### config.mk
export PLATFORM = sky130hd
export DESIGN_NAME = rob_bank_pwr_ctrl
export DESIGN_NICKNAME = d
export VERILOG_FILES = /design/src/rtl/rbp_pkg.sv /design/src/rtl/rbp_epoch_ctr.sv /design/src/rtl/rbp_victim_sel.sv /design/src/rtl/rbp_bank.sv /design/src/rtl/rob_bank_pwr_ctrl.sv
export SDC_FILE = /design/constraint.sdc
export NUM_CORES = 1
export LEC_CHECK = 0
export BUFFER_PORTS_ARGS = -buffer_cell sky130_fd_sc_hd__clkbuf_2
export CORE_MARGIN = 1
export CORE_UTILIZATION = 30
export DETAILED_ROUTE_END_ITERATION = 6
export GPL_TIMING_DRIVEN = 0
export PLACE_DENSITY = 0.53
export SYNTH_ARGS = -nofsm -noshare
export SYNTH_HDL_FRONTEND = slang
export SYNTH_SLANG_ARGS = --single-unit
### constraint.sdc
create_clock -name clk -period 26 [get_ports clk]
set_clock_uncertainty 0.05 [all_clocks]
set_input_delay 5.2 -clock clk [delete_from_list [all_inputs] [get_ports clk]]
set_output_delay 5.2 -clock clk [all_outputs]
set_load 0.005 [all_outputs]
### src/rtl/rbp_pkg.sv
package rbp_pkg;
  typedef enum logic [1:0] {
    BK_ON    = 2'd0,
    BK_DRAIN = 2'd1,
    BK_OFF   = 2'd2
  } bank_st_e;

  // Larger code = preferred victim (shorter expected drain latency).
  typedef enum logic [1:0] {
    VC_TAIL  = 2'd0,
    VC_IDLE  = 2'd1,
    VC_HEAD  = 2'd2,
    VC_EMPTY = 2'd3
  } vict_cls_e;

  function automatic vict_cls_e classify(input logic empty, input logic head, input logic tail);
    if (empty)      return VC_EMPTY;
    else if (tail)  return VC_TAIL;
    else if (head)  return VC_HEAD;
    else            return VC_IDLE;
  endfunction
endpackage

### src/rtl/rbp_epoch_ctr.sv
module rbp_epoch_ctr #(
  parameter int W = 12
) (
  input  logic         clk,
  input  logic         rst_n,
  input  logic         inc,
  input  logic         clr,
  output logic [W-1:0] total
);
  logic [W-1:0] cnt_q, cnt_d;

  always_comb begin
    total = (cnt_q == {W{1'b1}}) ? cnt_q : cnt_q + W'(inc);
    cnt_d = clr ? '0 : total;
  end

  always_ff @(posedge clk or negedge rst_n) begin
    if (!rst_n) cnt_q <= '0;
    else        cnt_q <= cnt_d;
  end


  ctr_step_chk: assert property (@(posedge clk) disable iff (!rst_n)
    !$past(clr) |-> (cnt_q == $past(cnt_q)) || (cnt_q == $past(cnt_q) + W'(1)));
endmodule

### src/rtl/rbp_victim_sel.sv
module rbp_victim_sel
  import rbp_pkg::*;
#(
  parameter int NB    = 8,
  parameter int IDX_W = $clog2(NB)
) (
  input  logic [NB-1:0]    cand,
  input  logic [NB-1:0]    empty,
  input  logic [NB-1:0]    head,
  input  logic [NB-1:0]    tail,
  output logic             found,
  output logic [IDX_W-1:0] idx
);
  vict_cls_e best;

  always_comb begin
    found = 1'b0;
    idx   = '0;
    best  = VC_TAIL;
    // ascending scan with >= lets the higher index win a tie
    for (int i = 0; i < NB; i++) begin
      if (cand[i] && (!found || (classify(empty[i], head[i], tail[i]) >= best))) begin
        found = 1'b1;
        idx   = IDX_W'(i);
        best  = classify(empty[i], head[i], tail[i]);
      end
    end
  end


  victim_is_cand_chk: assert final (!found || cand[idx]);
endmodule

### src/rtl/rbp_bank.sv
module rbp_bank
  import rbp_pkg::*;
(
  input  logic clk,
  input  logic rst_n,
  input  logic turn_on,
  input  logic turn_off,
  input  logic empty,
  output logic pwr_en,
  output logic disp_ok,
  output logic is_on,
  output logic is_drain,
  output logic is_off
);
  bank_st_e st_q, st_d;

  always_comb begin
    st_d = st_q;
    unique case (st_q)
      BK_ON:    if (turn_off) st_d = BK_DRAIN;
      BK_DRAIN: if (empty)    st_d = BK_OFF;
      BK_OFF:   if (turn_on)  st_d = BK_ON;
      default:  st_d = BK_OFF;
    endcase
  end

  always_ff @(posedge clk or negedge rst_n) begin
    if (!rst_n) st_q <= BK_ON;
    else        st_q <= st_d;
  end

  assign is_on    = (st_q == BK_ON);
  assign is_drain = (st_q == BK_DRAIN);
  assign is_off   = (st_q == BK_OFF);
  assign pwr_en   = !is_off;
  assign disp_ok  = is_on;


  off_only_empty_chk: assert property (@(posedge clk) disable iff (!rst_n)
    $fell(pwr_en) |-> $past(empty));

  on_only_by_grant_chk: assert property (@(posedge clk) disable iff (!rst_n)
    $rose(disp_ok) |-> $past(turn_on));
endmodule

### src/rtl/rob_bank_pwr_ctrl.sv
module rob_bank_pwr_ctrl #(
  parameter int NB           = 8,
  parameter int NT           = 4,
  parameter int BANK_ENTRIES = 16,
  parameter int CNT_W        = 12,
  parameter int FULL_THR     = 16,
  parameter int FILL_THR     = 4,
  parameter int TID_W        = $clog2(NT),
  parameter int IDX_W        = $clog2(NB),
  parameter int ENT_W        = $clog2(BANK_ENTRIES + 1)
) (
  input  logic             clk,
  input  logic             rst_n,
  input  logic             epoch_end,
  input  logic             rob_full,
  input  logic             ref_fill,
  input  logic [TID_W-1:0] ref_tid,
  input  logic [NB-1:0]    bank_empty,
  input  logic [NB-1:0]    bank_head,
  input  logic [NB-1:0]    bank_tail,
  output logic [NB-1:0]    pwr_en,
  output logic [NB-1:0]    disp_ok,
  output logic             grant_valid,
  output logic [TID_W-1:0] grant_tid,
  output logic [IDX_W-1:0] grant_bank,
  output logic [ENT_W-1:0] grant_entries
);
  localparam int ONC_W = $clog2(NB + 1);

  logic [CNT_W-1:0] full_tot, fill_tot;
  logic [NB-1:0]    is_on, is_drain, is_off, turn_on, turn_off;
  logic             vic_found, off_any, drain_any, up_go, dn_go;
  logic [IDX_W-1:0] vic_idx, on_idx;
  logic [ONC_W-1:0] on_cnt;

  logic             gv_q, gv_d;
  logic [TID_W-1:0] gt_q, gt_d;
  logic [IDX_W-1:0] gb_q, gb_d;

  rbp_epoch_ctr #(.W(CNT_W)) u_full_ctr (
    .clk(clk), .rst_n(rst_n), .inc(rob_full), .clr(epoch_end), .total(full_tot));
  rbp_epoch_ctr #(.W(CNT_W)) u_fill_ctr (
    .clk(clk), .rst_n(rst_n), .inc(ref_fill), .clr(epoch_end), .total(fill_tot));

  rbp_victim_sel #(.NB(NB), .IDX_W(IDX_W)) u_vsel (
    .cand(is_on), .empty(bank_empty), .head(bank_head), .tail(bank_tail),
    .found(vic_found), .idx(vic_idx));

  for (genvar b = 0; b < NB; b++) begin : g_bank
    rbp_bank u_bank (
      .clk(clk), .rst_n(rst_n), .turn_on(turn_on[b]), .turn_off(turn_off[b]),
      .empty(bank_empty[b]), .pwr_en(pwr_en[b]), .disp_ok(disp_ok[b]),
      .is_on(is_on[b]), .is_drain(is_drain[b]), .is_off(is_off[b]));
  end

  always_comb begin
    off_any = 1'b0;
    on_idx  = '0;
    on_cnt  = '0;
    for (int i = NB - 1; i >= 0; i--) begin
      if (is_off[i]) begin
        off_any = 1'b1;
        on_idx  = IDX_W'(i);
      end
    end
    for (int i = 0; i < NB; i++) on_cnt = on_cnt + ONC_W'(is_on[i]);
  end

  assign drain_any = |is_drain;

  always_comb begin
    up_go = epoch_end && (full_tot >= CNT_W'(FULL_THR)) && off_any;
    dn_go = epoch_end && (full_tot <  CNT_W'(FULL_THR)) && (fill_tot < CNT_W'(FILL_THR))
            && !drain_any && (on_cnt >= ONC_W'(2)) && vic_found;
    turn_on  = up_go ? (NB'(1) << on_idx)  : '0;
    turn_off = dn_go ? (NB'(1) << vic_idx) : '0;
    gv_d = up_go;
    gt_d = up_go ? ref_tid : gt_q;
    gb_d = up_go ? on_idx  : gb_q;
  end

  always_ff @(posedge clk or negedge rst_n) begin
    if (!rst_n) begin
      gv_q <= 1'b0;
      gt_q <= '0;
      gb_q <= '0;
    end else begin
      gv_q <= gv_d;
      gt_q <= gt_d;
      gb_q <= gb_d;
    end
  end

  assign grant_valid   = gv_q;
  assign grant_tid     = gt_q;
  assign grant_bank    = gb_q;
  assign grant_entries = gv_q ? ENT_W'(BANK_ENTRIES) : '0;


  one_drain_chk: assert property (@(posedge clk) disable iff (!rst_n)
    $onehot0(is_drain));

  last_bank_chk: assert property (@(posedge clk) disable iff (!rst_n)
    $countones(disp_ok) >= 1);

  grant_after_epoch_chk: assert property (@(posedge clk) disable iff (!rst_n)
    grant_valid |-> $past(epoch_end));

  grant_bank_on_chk: assert property (@(posedge clk) disable iff (!rst_n)
    grant_valid |-> disp_ok[grant_bank]);
endmodule

== Word level (Yosys, flattened, before mapping) ==
Cells that the tools add are included.

* Word-level logic and storage cells: 232
* Register bits: 46

* Add/sub/neg operators: 9
* Equality and inequality tests: 42
* Magnitude comparators: 11
* Multiplexer cells: 101
* Reduce and logical (&&, ||, !) cells: 54
* Shift-type cells: 2

{| class="wikitable"
|+ Operators with widths
! operator !! number
|-
| 2-bit two-way mux || 57
|-
| 12-bit two-way mux || 4
|-
| 2-bit != test, second input constant || 24
|-
| 2-bit case mux with 3 select lines || 8
|-
| 3-bit two-way mux || 12
|-
| 12-bit by 1-bit adder with 12-bit output || 2
|-
| 12-bit == test, second input constant || 2
|-
| 3-bit AND reduction || 8
|-
| 1-bit two-way mux || 17
|-
| 4-bit by 1-bit adder with 4-bit output || 4
|-
| 2-bit by 1-bit == test with 1-bit output, second input constant || 8
|-
| 2-bit == test, second input constant || 8
|-
| 1-bit zero test || 16
|-
| 2-bit zero test || 8
|-
| 8-bit two-way mux || 2
|-
| 1-bit by 3-bit left shift with 8-bit output, first input constant || 2
|-
| 2-bit >= comparator || 7
|-
| 1-bit logical AND || 14
|-
| 12-bit by 5-bit >= comparator with 1-bit output, second input constant || 1
|-
| 12-bit by 3-bit less-than comparator with 1-bit output, second input constant || 1
|-
| 12-bit by 5-bit less-than comparator with 1-bit output, second input constant || 1
|-
| 8-bit OR reduction || 1
|-
| 1-bit logical OR || 7
|-
| 5-bit two-way mux || 1
|-
| 4 further kinds || 4
|}

== Longest topological paths before layout ==
* Depth after elaboration: 36
* Depth in mapped cells: 47

== Modules after synthesis ==
From an unflattened synthesis, not the netlist that was laid out.

* Cell total of the unflattened synthesis: 473
* Area total of the unflattened synthesis: 3927.5 sq um

{| class="wikitable"
|+ Modules (own cells, without submodules)
! module !! seq. area each (sq um) !! cells each !! area each (sq um) !! times used
|-
| rbp_epoch_ctr || 300.3 || 78 || 737.0 || 2
|-
| rbp_bank || 50.0 || 13 || 112.6 || 8
|-
| rbp_victim_sel || 0.0 || 122 || 795.8 || 1
|-
| rob_bank_pwr_ctrl || 150.1 || 91 || 757.0 || 1
|}

== Worst setup path after synthesis ==
Ideal clock, no wire load.

* Path kind: in2reg
* From: input port bank_head[0]
* To: register g_bank[1].u_bank.st_q[0]
* Cell stages on the path: 44
* Library setup time: 76 ps
* Path buffers: 0
* Setup slack: 12606 ps
* Arrival time: 13268 ps
* Path through: nor2_1 > o21ai_0 > inv_1 > ha_1 > nand2b_1 > a211oi_1 > nor3_1 > or2_2 > ha_1 > nand2b_1 > a211o_1 > and2_4 > o31ai_1 > inv_1 > ha_1 > nand2b_1 > a21oi_1 > a21oi_1 > (+8 left out) > ha_1 > nand2b_1 > a21oi_1 > a21oi_1 > o21ai_0 > inv_1 > ha_1 > nand2b_1 > a21oi_1 > a21oi_1 > mux2_2 > ha_1 > a21oi_1 > o21ai_0 > a21oi_1 > o2111ai_1 > or4_1 > o21ai_1

* Longest elaborated chain between the ends: 36
* Elaborated cells on any way between the ends: 56
* Classes of those cells: order compare: 7; eq/ne: 1; shift: 1; mux: 25; reduce/logical: 22

{| class="wikitable"
|+ RTL lines
! element !! line !! text
|-
| start: declaration || rob_bank_pwr_ctrl.sv:19 || <nowiki>input logic [NB-1:0] bank_head,</nowiki>
|-
| 2-bit two-way mux * || rbp_pkg.sv:19 || <nowiki>else if (head) return VC_HEAD;</nowiki>
|-
| 2-bit two-way mux * || rbp_pkg.sv:18 || <nowiki>else if (tail) return VC_TAIL;</nowiki>
|-
| 2-bit two-way mux * || rbp_pkg.sv:17 || <nowiki>if (empty) return VC_EMPTY;</nowiki>
|-
| 2-bit two-way mux * || rbp_victim_sel.sv:22 || <nowiki>if (cand[i] && (!found || (classify(empty[i], head[i], tail[i]) >= best))) begin</nowiki>
|-
| 2-bit >= comparator || rbp_victim_sel.sv:22 ||
|-
| 1-bit logical OR || rbp_victim_sel.sv:22 ||
|-
| 1-bit logical AND || rbp_victim_sel.sv:22 ||
|-
| 2-bit two-way mux / 1-bit two-way mux (equally long branches) || rbp_victim_sel.sv:22 ||
|-
| (+20 left out) || n/a ||
|-
| 2-bit >= comparator / 1-bit zero test (equally long branches) || rbp_victim_sel.sv:22 ||
|-
| 1-bit logical OR || rbp_victim_sel.sv:22 ||
|-
| 1-bit logical AND || rbp_victim_sel.sv:22 ||
|-
| 3-bit two-way mux / 1-bit two-way mux (equally long branches) || rbp_victim_sel.sv:22 ||
|-
| 1-bit by 3-bit left shift with 8-bit output / 1-bit logical AND (equally long branches) || rob_bank_pwr_ctrl.sv:76, rob_bank_pwr_ctrl.sv:74 ||
|-
| 8-bit two-way mux * || rob_bank_pwr_ctrl.sv:76 || <nowiki>turn_off = dn_go ? (NB'(1) << vic_idx) : '0;</nowiki>
|-
| 2-bit != test (no line) * || n/a ||
|-
| 3-bit AND reduction (no line) * || n/a ||
|-
| end signal: assignment || rbp_bank.sv:29 || <nowiki>else st_q <= st_d;</nowiki>
|-
| end: declaration || rbp_bank.sv:15 || <nowiki>bank_st_e st_q, st_d;</nowiki>
|}

Every way passes the cells marked *; elsewhere a longest branch is shown, timed or not.
A chain may end at the register's enable or synchronous reset.

== Worst setup path after layout ==
* From: input port bank_empty[0]
* To: register g_bank[1].u_bank.st_q[0]

* Longest elaborated chain between the ends: 34
* Elaborated cells on any way between the ends: 54
* Classes of those cells: order compare: 7; eq/ne: 1; shift: 1; mux: 23; reduce/logical: 22

{| class="wikitable"
|+ RTL lines
! element !! line !! text
|-
| start: declaration || rob_bank_pwr_ctrl.sv:18 || <nowiki>input logic [NB-1:0] bank_empty,</nowiki>
|-
| 2-bit two-way mux * || rbp_pkg.sv:17 ||
|-
| 2-bit two-way mux * || rbp_victim_sel.sv:22 ||
|-
| 2-bit >= comparator || rbp_victim_sel.sv:22 ||
|-
| 1-bit logical OR || rbp_victim_sel.sv:22 ||
|-
| 1-bit logical AND || rbp_victim_sel.sv:22 ||
|-
| 2-bit two-way mux / 1-bit two-way mux (equally long branches) || rbp_victim_sel.sv:22 ||
|-
| 2-bit >= comparator / 1-bit zero test (equally long branches) || rbp_victim_sel.sv:22 ||
|-
| 1-bit logical OR || rbp_victim_sel.sv:22 ||
|-
| (+18 left out) || n/a ||
|-
| 2-bit >= comparator / 1-bit zero test (equally long branches) || rbp_victim_sel.sv:22 ||
|-
| 1-bit logical OR || rbp_victim_sel.sv:22 ||
|-
| 1-bit logical AND || rbp_victim_sel.sv:22 ||
|-
| 3-bit two-way mux / 1-bit two-way mux (equally long branches) || rbp_victim_sel.sv:22 ||
|-
| 1-bit by 3-bit left shift with 8-bit output / 1-bit logical AND (equally long branches) || rob_bank_pwr_ctrl.sv:76, rob_bank_pwr_ctrl.sv:74 ||
|-
| 8-bit two-way mux * || rob_bank_pwr_ctrl.sv:76 ||
|-
| 2-bit != test (no line) * || n/a ||
|-
| 3-bit AND reduction (no line) * || n/a ||
|}

Marks and branches as above.

==> metrics.csv <==
stage;metric;value;unit
logic_synthesis;synth_edf_count;0;
logic_synthesis;muxShareOfSynthArea;0.0263;
detailed_routing;postRouteWirelength;9.11;mm
sta;grt_setup_unrepaired;false;
power;power.static_leakage;2.07;nW
place;place_inst;642;
global_routing;antenna_violations_before_repair;0;
finish;most_frequent_standard_cell_in_the_layout_excluding_fill_and_tap_cells;sky130_fd_sc_hd__nor2_1;
sta;fin_tns_setup;0;ns
hold_path;worst_hold_startpoint;grant_bank[0];
logic_synthesis;synthAdderAreaFrac;0.0937;
clock_network;clk_pin_slew_worst_paths;0.07;ns
critical_path;slowest_delay;0.49;ns
power;irDropWorstVdd;0.0541;mV
clock_network;post-cts-setup-buffers;0;
finish;post_route_cells_drive_above_1_share;0.219;
hold_path;hold_path.class;register to register;
sta;slew_viol_final;0;
clock_network;clock_sinks;46;
global_routing;grt_start_max_net_pins;47;
detailed_routing;drt_iter0_markers;190;
clock_network;h-tree-depth;2;
floorplan;area_of_the_die;12600;µm²
finish;syn_to_final_growth;17.0;%
floorplan;count_of_pins_on_the_block_boundary;58;
power;cellPowerDensity;121;nW/µm²
floorplan;die_x;112;µm
critical_path;critical-path-slowest-cell;sky130_fd_sc_hd__a21oi_1;
finish;final_core_utilization;0.367;
clock_network;tritoncts_clock_tree;built;
critical_path;timing.setup.critical_path_class;input port to register;
critical_path;arrival;14.88;ns
critical_path;cp_max_fo;7;
detailed_routing;detail_route.vias_per_cell;5.05;
logic_synthesis;synthXorXnorAreaFrac;0.0120;
global_routing;grt-ovfl-total;0;
clock_network;cts-root-buf;sky130_fd_sc_hd__clkbuf_16;
clock_network;clockBufferDepth;2;
critical_path;worst_ep_required_time;26.17;ns
floorplan;initial_core_util;0.314;
sta;final_hold_viol_count;0;
status;outcome;finished clean;
finish;antenna_cells_inserted;0;
place;buffer_ports.inserted;52;
global_routing;grt_use_total;0.150;
logic_synthesis;synth_area;3660;µm²
place;gp_congestion;0.853;
logic_synthesis;synth.yosys.seq_area_share;0.315;
floorplan;placement_rows;39;
critical_path;worst_r2r_startpoint;g_bank[0].u_bank.st_q[1];
critical_path;critical_path.startpoint_type;input port;
finish;commonest_non_fill_non_tap_cells_in_the_layout;sky130_fd_sc_hd__nor2_1, sky130_fd_sc_hd__clkbuf_2, sky130_fd_sc_hd__dfrtp_1;
finish;layoutNonFillerInstCount;650;
critical_path;timing.critical_path.mode_cell;sky130_fd_sc_hd__a21oi_1;
clock_network;cts.repair.resized;0;
global_routing;vias_in_the_first_global_route;3170;
detailed_routing;final_antenna_net_count;0;
detailed_routing;drt-pass1-iter-count;4;
clock_network;post_cts_hold_buffer_count;0;
place;dpl.hpwl;7.24;mm
job;max-cap-violations;0;
sta;slew-limit-headroom;0.229;
global_routing;grt_first_pass_wirelength;15.2;mm
logic_synthesis;postSynthAreaPerCell;8.24;µm²
sta;setup_violations;0;
sta;period_needed;14.71;ns
detailed_routing;num_vias;3282;
clock_network;clk-insertion-delay-late;0.29;ns
sta;fmax;68.0;MHz
sta;worst_pin_slew;1.16;ns
logic_synthesis;yosysWarnings;0;
sta;period_share;0.566;
logic_synthesis;ys_dominant_reg_cell;sky130_fd_sc_hd__dfrtp_1;
logic_synthesis;largest_family_of_logic_cells_by_synthesized_area;simple AND/OR/NAND/NOR gates;
logic_synthesis;syn-instance-count;444;
logic_synthesis;ys_types;70;
logic_synthesis;async_flop_share;1.00;
floorplan;core;11700;µm²
critical_path;endpoint_kind;register;
detailed_routing;route.detailed.drc;0;
logic_synthesis;synth-compound-area-share;0.189;
logic_synthesis;synthSimpleGateAreaFrac;0.269;
logic_synthesis;synth-seq-cells;46;
critical_path;crit_start;bank_empty[0];
floorplan;dieHeight;112;µm
finish;final_net_count;562;
clock_network;cts-buffers-inserted;5;
detailed_routing;wire_length_per_cell_after_detailed_routing;14.0;µm
[where the power goes]
group / internal, mW / switching [mW]
Clock: 0.0461 / 0.0293
Combinational: 0.155 / 0.193
Sequential: 0.0821 / 0.0132
[critical path: cells and delay by family]
family / cells / cell delay [ns]
muxes: 1 / 0.40
buffers and inverters: 4 / 0.36
adders and majority gates: 7 / 1.89
AOI/OAI and AO/OA: 19 / 4.88
and+or+nand+nor: 12 / 2.15
[stage by stage]
| stage | cell area (µm²) | hold slack [ns] | total power, mW | setup slack (ns) |
|---|---|---|---|---|
| after CTS | 4280 | 0.444 | 0.523 | 11.22 |
| after floorplan | 3670 | 0.418 | 0.350 | 12.61 |
| after global placement | 4110 | 0.422 | 0.435 | 11.12 |
| after detailed placement | 4110 | 0.428 | 0.444 | 10.96 |
| final | 4280 | 0.439 | 0.518 | 11.29 |
| after global routing | 4280 | 0.461 | 0.577 | 10.27 |
[registers in the layout (all words and copies together), names as in the netlist]
name / count
grant_bank: 3
g_bank.u_bank.st_q: 16
grant_tid: 2
u_full_ctr.cnt_q: 12
u_fill_ctr.cnt_q: 12
grant_valid: 1
[cell families after synthesis]
logic type,after synthesis
flops,46
buf+inv,70
mux,9
other cells,1
fa+ha+maj,25
xor+xnor,5
compound gates,103
simple gates,185
[synth_stat cells (all sizes together) (3+ instances only)]
cell type | count | area share
o31ai | 7 | 0.016
mux2 | 5 | 0.015
o32ai | 4 | 0.0096
nand4 | 10 | 0.025
a31oi | 5 | 0.0085
nand2 | 25 | 0.026
and3 | 6 | 0.010
buf | 24 | 0.047
a21o | 4 | 0.0082
nor3 | 11 | 0.015
nor2 | 61 | 0.064
o21bai | 4 | 0.0082
fa | 4 | 0.022
nand3 | 20 | 0.027
or3 | 5 | 0.0085
dfrtp | 46 | 0.31
a21oi | 30 | 0.041
mux2i | 4 | 0.011
inv | 40 | 0.041
nor2b | 5 | 0.0085
xnor2 | 3 | 0.0072
ha | 21 | 0.072
or2 | 10 | 0.017
o22ai | 3 | 0.0051
a211oi | 3 | 0.0075
nand2b | 17 | 0.029
nor4 | 3 | 0.0092
clkbuf | 6 | 0.0062
o21ai | 22 | 0.030
[layout make-up]
type	count	area [µm²]
Tap cell	143	179
Timing Repair Buffer	52	260
Clock buffer	5	125
Clock inverter	3	47.5
Fill cell	1204	7380
Multi-Input combinational cell	331	2170
Inverter	40	150
Buffer	30	195
Sequential cell	46	1150
[routing by layer]
metal / vias to the layer above / track usage / part of all wire
met5: - / 0 / 0
met4: 0 / 0.0409 / 0.015
met3: 11 / 0.0216 / 0.030
met2: 62 / 0.257 / 0.48
met1: 1536 / 0.196 / 0.47
li1: 1673 / - / -
[worst paths after layout]
check	depth (start not counted)	slack (ns)	endpoint
setup / recovery	43	11.29	g_bank[1].u_bank.st_q[0]
hold / removal	2	0.44	grant_bank[0]
setup reg to reg	43	15.74	g_bank[1].u_bank.st_q[0]
hold reg to reg	2	0.44	grant_bank[0]
max in group asynchronous	1	20.11	g_bank[4].u_bank.st_q[1]
min in group asynchronous	1	5.08	u_full_ctr.cnt_q[2]
Note: power is estimated with default switching activity, not from simulation.
